[config.mk]
export PLATFORM = sky130hd
export DESIGN_NAME = wdog_window
export DESIGN_NICKNAME = d
export VERILOG_FILES = /design/src/rtl/wdog_pkg.sv /design/src/rtl/wdog_prescaler.sv /design/src/rtl/wdog_core.sv /design/src/rtl/wdog_regs.sv /design/src/rtl/wdog_window.sv
export SDC_FILE = /design/constraint.sdc
export NUM_CORES = 1
export LEC_CHECK = 0
export ABC_AREA = 1
export BUFFER_PORTS_ARGS = -buffer_cell sky130_fd_sc_hd__clkbuf_2
export CORE_ASPECT_RATIO = 1.5
export CORE_UTILIZATION = 39
export DETAILED_ROUTE_END_ITERATION = 7
export GPL_TIMING_DRIVEN = 0
export HOLD_SLACK_MARGIN = 0.15
export PLACE_DENSITY_LB_ADDON = 0.05
export SLEW_MARGIN = 20
export SYNTH_ARGS = -nofsm -noshare
export SYNTH_HDL_FRONTEND = slang
export SYNTH_HIERARCHICAL = 1
export SYNTH_SLANG_ARGS = --single-unit
[constraint.sdc]
create_clock -name clk -period 2 [get_ports clk]
set_input_delay 0.3 -clock clk [delete_from_list [all_inputs] [get_ports clk]]
set_output_delay 0.3 -clock clk [all_outputs]
set_load 0.05 [all_outputs]
[src/rtl/wdog_pkg.sv]
package wdog_pkg;
   typedef enum logic [1:0] {
      A_CTRL  = 2'd0,
      A_MODE  = 2'd1,
      A_STAT  = 2'd2,
      A_COUNT = 2'd3
   } wd_addr_e;

   localparam int unsigned BUS_W       = 32;
   localparam int unsigned KEY_W       = 8;
   localparam int unsigned KEY_LSB     = 24;
   localparam int unsigned BIT_RESTART = 0;
   localparam int unsigned BIT_RSTEN   = 12;
   localparam int unsigned BIT_DBGEN   = 13;
   localparam int unsigned BIT_DIS     = 14;
   localparam int unsigned WIN_LSB     = 16;
   localparam int unsigned ST_UF       = 0;
   localparam int unsigned ST_ERR      = 1;
endpackage

[src/rtl/wdog_prescaler.sv]
module wdog_prescaler #(
   parameter int unsigned DIV = 128
)(
   input  logic clk,
   input  logic rst_n,
   input  logic run_i,
   output logic tick_o
);
   localparam int unsigned PW   = (DIV > 1) ? $clog2(DIV) : 1;
   localparam bit          POW2 = ((DIV & (DIV - 1)) == 0);

   logic [PW-1:0] phase_q;

   generate
      if (POW2) begin : g_pow2
         always_ff @(posedge clk or negedge rst_n) begin
            if (!rst_n)     phase_q <= '0;
            else if (run_i) phase_q <= phase_q + 1'b1;
         end
         assign tick_o = run_i && (&phase_q);
      end else begin : g_mod
         localparam logic [PW-1:0] LAST = PW'(DIV - 1);
         always_ff @(posedge clk or negedge rst_n) begin
            if (!rst_n)     phase_q <= '0;
            else if (run_i) phase_q <= (phase_q == LAST) ? '0 : phase_q + 1'b1;
         end
         assign tick_o = run_i && (phase_q == LAST);
      end
   endgenerate
endmodule

[src/rtl/wdog_core.sv]
module wdog_core #(
   parameter int unsigned CNT_W = 12
)(
   input  logic             clk,
   input  logic             rst_n,
   input  logic             tick_i,
   input  logic             restart_i,
   input  logic [CNT_W-1:0] reload_i,
   input  logic [CNT_W-1:0] window_i,
   output logic [CNT_W-1:0] cnt_o,
   output logic             expire_o,
   output logic             violate_o
);
   logic [CNT_W-1:0] cnt_q;
   logic             pend_q;
   logic             legal, take;

   assign legal     = (cnt_q <= window_i);
   assign take      = tick_i && pend_q && legal;
   assign violate_o = tick_i && pend_q && !legal;
   assign expire_o  = tick_i && !pend_q && (cnt_q == '0);

   always_ff @(posedge clk or negedge rst_n) begin
      if (!rst_n) begin
         cnt_q  <= '1;
         pend_q <= 1'b0;
      end else begin
         pend_q <= (pend_q && !tick_i) || restart_i;
         if (take || violate_o || expire_o) cnt_q <= reload_i;
         else if (tick_i)                   cnt_q <= cnt_q - 1'b1;
      end
   end

   assign cnt_o = cnt_q;
endmodule

[src/rtl/wdog_regs.sv]
module wdog_regs
   import wdog_pkg::*;
#(
   parameter int unsigned CNT_W = 12,
   parameter logic [KEY_W-1:0] RESTART_KEY = 8'hA5
)(
   input  logic             clk,
   input  logic             rst_n,
   input  logic             we_i,
   input  logic             re_i,
   input  logic [1:0]       addr_i,
   input  logic [BUS_W-1:0] wdata_i,
   input  logic [CNT_W-1:0] cnt_i,
   input  logic             uf_set_i,
   input  logic             err_set_i,
   output logic [BUS_W-1:0] rdata_o,
   output logic [BUS_W-1:0] mode_o,
   output logic [CNT_W-1:0] reload_o,
   output logic [CNT_W-1:0] window_o,
   output logic             rsten_o,
   output logic             dbgen_o,
   output logic             dis_o,
   output logic             locked_o,
   output logic             restart_o,
   output logic             irq_o
);
   logic [CNT_W-1:0] reload_q, window_q;
   logic             rsten_q, dbgen_q, dis_q, locked_q;
   logic [1:0]       stat_q;
   logic             mode_wr, stat_rd;
   logic             unused_wbits;

   assign mode_wr = we_i && (addr_i == A_MODE) && !locked_q;
   assign stat_rd = re_i && (addr_i == A_STAT);
   assign unused_wbits = ^wdata_i;

   assign restart_o = we_i && (addr_i == A_CTRL)
                      && (wdata_i[KEY_LSB +: KEY_W] == RESTART_KEY)
                      && wdata_i[BIT_RESTART];

   always_ff @(posedge clk or negedge rst_n) begin
      if (!rst_n) begin
         reload_q <= '1;
         window_q <= '1;
         rsten_q  <= 1'b1;
         dbgen_q  <= 1'b0;
         dis_q    <= 1'b0;
         locked_q <= 1'b0;
      end else if (mode_wr) begin
         reload_q <= wdata_i[CNT_W-1:0];
         window_q <= wdata_i[WIN_LSB +: CNT_W];
         rsten_q  <= wdata_i[BIT_RSTEN];
         dbgen_q  <= wdata_i[BIT_DBGEN];
         dis_q    <= wdata_i[BIT_DIS];
         locked_q <= 1'b1;
      end
   end

   always_ff @(posedge clk or negedge rst_n) begin
      if (!rst_n) stat_q <= '0;
      else begin
         stat_q[ST_UF]  <= uf_set_i  || (stat_q[ST_UF]  && !stat_rd);
         stat_q[ST_ERR] <= err_set_i || (stat_q[ST_ERR] && !stat_rd);
      end
   end

   always_comb begin
      mode_o                   = '0;
      mode_o[CNT_W-1:0]        = reload_q;
      mode_o[BIT_RSTEN]        = rsten_q;
      mode_o[BIT_DBGEN]        = dbgen_q;
      mode_o[BIT_DIS]          = dis_q;
      mode_o[WIN_LSB +: CNT_W] = window_q;
   end

   always_comb begin
      rdata_o = '0;
      case (addr_i)
         A_MODE:  rdata_o = mode_o;
         A_STAT:  rdata_o[1:0] = stat_q;
         A_COUNT: rdata_o[CNT_W-1:0] = cnt_i;
         default: rdata_o = '0;
      endcase
   end

   assign reload_o = reload_q;
   assign window_o = window_q;
   assign rsten_o  = rsten_q;
   assign dbgen_o  = dbgen_q;
   assign dis_o    = dis_q;
   assign locked_o = locked_q;
   assign irq_o    = |stat_q;
endmodule

[src/rtl/wdog_window.sv]
module wdog_window
   import wdog_pkg::*;
#(
   parameter int unsigned      CNT_W       = 12,
   parameter int unsigned      PRESC_DIV   = 128,
   parameter logic [KEY_W-1:0] RESTART_KEY = 8'hA5
)(
   input  logic        clk,
   input  logic        rst_n,
   input  logic        dbg_halt_i,
   input  logic        bus_we,
   input  logic        bus_re,
   input  logic [1:0]  bus_addr,
   input  logic [31:0] bus_wdata,
   output logic [31:0] bus_rdata,
   output logic        bus_ready,
   output logic        wd_irq_o,
   output logic        wd_rst_req_o
);
   if (CNT_W < 4 || CNT_W > 12) begin : g_bad_cnt_w
      $error("wdog_window: CNT_W must lie in 4..12 to fit the mode word");
   end
   if (PRESC_DIV < 2) begin : g_bad_div
      $error("wdog_window: PRESC_DIV must be at least 2");
   end

   logic [CNT_W-1:0] reload, window, cnt;
   logic [BUS_W-1:0] mode_word;
   logic             rsten, dbgen, dis, locked;
   logic             restart_cmd, run, tick, expire, violate;
   logic             rst_req_q;

   assign run = !dis && !(dbgen && dbg_halt_i);

   wdog_regs #(.CNT_W(CNT_W), .RESTART_KEY(RESTART_KEY)) u_regs (
      .clk       (clk),
      .rst_n     (rst_n),
      .we_i      (bus_we),
      .re_i      (bus_re),
      .addr_i    (bus_addr),
      .wdata_i   (bus_wdata),
      .cnt_i     (cnt),
      .uf_set_i  (expire),
      .err_set_i (violate),
      .rdata_o   (bus_rdata),
      .mode_o    (mode_word),
      .reload_o  (reload),
      .window_o  (window),
      .rsten_o   (rsten),
      .dbgen_o   (dbgen),
      .dis_o     (dis),
      .locked_o  (locked),
      .restart_o (restart_cmd),
      .irq_o     (wd_irq_o)
   );

   wdog_prescaler #(.DIV(PRESC_DIV)) u_pre (
      .clk    (clk),
      .rst_n  (rst_n),
      .run_i  (run),
      .tick_o (tick)
   );

   wdog_core #(.CNT_W(CNT_W)) u_core (
      .clk       (clk),
      .rst_n     (rst_n),
      .tick_i    (tick),
      .restart_i (restart_cmd),
      .reload_i  (reload),
      .window_i  (window),
      .cnt_o     (cnt),
      .expire_o  (expire),
      .violate_o (violate)
   );

   always_ff @(posedge clk or negedge rst_n) begin
      if (!rst_n) rst_req_q <= 1'b0;
      else        rst_req_q <= rsten && (expire || violate);
   end

   assign wd_rst_req_o = rst_req_q;
   assign bus_ready    = 1'b1;
endmodule

==> metrics.txt <==
run status finished clean; pwr dens 517 mW/mm2; total grt overflow 0; Residual DRC 0; Max stage delay on crit path 430 ps; Fmax 534 MHz; WHS Endpoint u_regs/window_o[4]$_DFFE_PN1P_; WL final 9560 um; CTS tree yes; GRT Total Usage 21.5%; total CTS buffers 5; WL per Instance 13.5 um; worst hold stages 3; worst reg2reg setup slack 130 ps; critical path class flip-flop to flip-flop; Final ANT Viol Nets 0; Setup crit end kind flip-flop; 1st-iter DRT viols 114; routed via count 3286; critical path's top delay family simple AND/OR/NAND/NOR gates; Clock Skew 5.56 ps; Leak Pwr 2.38 nW; RR Endpoint u_core/cnt_o[0]$_DFFE_PN1P_; drt first pass iters 4; Critical Path Most Common Cell nand2_2; CTS sink cnt 51; Tot Pwr 0.00229 W; Mapped Cells 508; initial core utilization 40.4%; die footprint 0.00961 mm2; Final #Nets 652; Die Ht 120 um; WP buf/inv 3; area added between synthesis and finish 23.3%; FP Rows 42; VDD IR max 341 uV; Synth Cell Area 0.00359 mm2; slew at the pin closest to its max-slew limit 729 ps; antenna cells 0; Max-cap violations 0; final number of hold-violating endpoints 0; startpoint type of the worst setup path flip-flop; worst skew pair latency 290 ps; worst min path class input pin to flip-flop; WP data required 2220 ps; FILL cells 956; CP max stage cell dfrtp_1; Port Buffers 66; Clk pin slew, worst setup/hold paths 70 ps; CTS H-Tree Depth 2; worst-path maximum fanout 6; Routability Congestion 0.825; Die W 80.4 um; RSZ-0062 raised after global routing no; Setup Viol. Count Final 0; Avg Synthesized Cell Area 7.07 um2; largest net degree at the start of global routing 52; crit-path cells a21oi_4, nand2_2, nor2_4, nand3_4, inv_6, nand2_2, inv_2, nand2_2, nor2_4, nand2_4, buf_4, nand3_1, nand2_1, o21ai_0; start point of the worst hold path bus_wdata[20]; fin crit share 93.7%; num ports 74; DP HPWL 7220 um; Hold WS 205 ps; initial antenna violation count 0; first-pass GRT wire length 15700 um; clock buffer depth 2; R2R depth 14; Slew Viols, Final 0; vias per inst 4.63; Synth warnings 6; Tmin final 1870 ps; share of cells above drive strength 1 32.7%; clock root buffer clkbuf_16; Slew HR 51.4%; CP arrival 2090 ps; vias in the first global route 3156; Core Footprint 0.00888 mm2; r2r startpoint u_regs/dis_o$_DFFE_PN0P_
power by group:
part           leakage, nW  internal [W]  switching, W
Clock               0.0875      0.000630      0.000394
Sequential           0.562       0.00104    0.00000526
Combinational         1.73     0.0000728      0.000147
Total                 2.38       0.00174      0.000546
worst register-to-register path: stages (launching register included):
cell and delay, ps:
dfrtp_1 430, a21oi_4 160, nand2_2 100, nor2_4 120, nand3_4 100, inv_6 100
nand2_2 60, inv_2 60, nand2_2 60, nor2_4 100, nand2_4 80, buf_4 170
nand3_1 60, nand2_1 50, o21ai_0 170
cell type report:
| cell class | instances | area (um2) | area share (%) |
|---|---|---|---|
| timing repair buffer | 80 | 460 | 10.4 |
| multi-input combinational | 336 | 1700 | 38.4 |
| clock inverter | 2 | 38.8 | 0.875 |
| inverter | 77 | 297 | 6.69 |
| sequential | 51 | 1320 | 29.9 |
| tap | 110 | 138 | 3.11 |
| clock buffer | 6 | 139 | 3.13 |
| buffer | 47 | 333 | 7.51 |
metal layers:
layer  GRT usage, %  share of wire [%]  vias to the layer above
met2           38.4                 52                       53
met3           2.66                2.5                        8
met5              0                  0                        -
met4           5.47                1.1                        0
li1               -                  -                     1712
met1           26.8                 44                     1513
per-stage QoR:
step	TNS, ps	instances	setup slack (ps)	instance area, um2	util, %
after floorplan	0	512	150	3610	-
after global placement	-2480	688	-207	4080	45.9
after detailed placement	-2720	688	-222	4080	45.9
after CTS	0	707	2.46	4400	49.5
after global routing	0	709	7.89	4430	49.9
final	0	709	126	4430	49.9
placed cells by master (no fill, tap or decap), types with 4 or more instances in the layout:
cell         n
o21ai_0      7
xor2_1       5
a21oi_1      6
dfstp_2     37
buf_2       10
buf_4       45
dfrtp_1     14
nand2_1    174
nand3_1     22
inv_1       73
nand4_1     29
clkbuf_2    66
nor2_1      39
ha_1        15
nor2_2       4
nor2_4       4
conb_1       6
clkbuf_16    5
nand2_2      6
registers in the layout, indices dropped and copies added, names as in the netlist:
register / cells
u_core/cnt_o: 12
u_core/pend_q: 1
u_pre/phase_q: 7
u_regs/dbgen_o: 1
u_regs/dis_o: 1
u_regs/locked_o: 1
u_regs/reload_o: 12
u_regs/rsten_o: 1
u_regs/stat_q: 2
u_regs/window_o: 12
wd_rst_req_o: 1
worst max-delay path by stage:
| stage | from | end | slack [ps] | cells past startpoint |
|---|---|---|---|---|
| 6_report | u_regs/dis_o$_DFFE_PN0P_ | u_core/cnt_o[0]$_DFFE_PN1P_ | 130 | 14 |
| 5_1_grt | u_regs/window_o[11]$_DFFE_PN1P_ | wd_rst_req_o$_DFF_PN0_ | 8 | 11 |
| 4_1_cts | u_regs/dis_o$_DFFE_PN0P_ | u_core/cnt_o[9]$_DFFE_PN1P_ | 2 | 17 |
| 3_5_place_dp | u_regs/dbgen_o$_DFFE_PN0P_ | u_core/cnt_o[9]$_DFFE_PN1P_ | -220 | 16 |
| 3_3_place_gp | u_regs/dbgen_o$_DFFE_PN0P_ | u_core/cnt_o[9]$_DFFE_PN1P_ | -210 | 16 |
| 2_1_floorplan | u_regs/dbgen_o$_DFFE_PN0P_ | u_core/cnt_o[8]$_DFFE_PN1P_ | 150 | 16 |
what timing repair did:
item	4_1_cts	5_1_grt
hold buffers	1	0
hold endpoints to repair	14	0
pin swaps	6	5
setup endpoints to repair	14	15
buffers inserted	10	4
cloned	1	0
resized for setup	13	8
(Power assumes the default switching activity.)
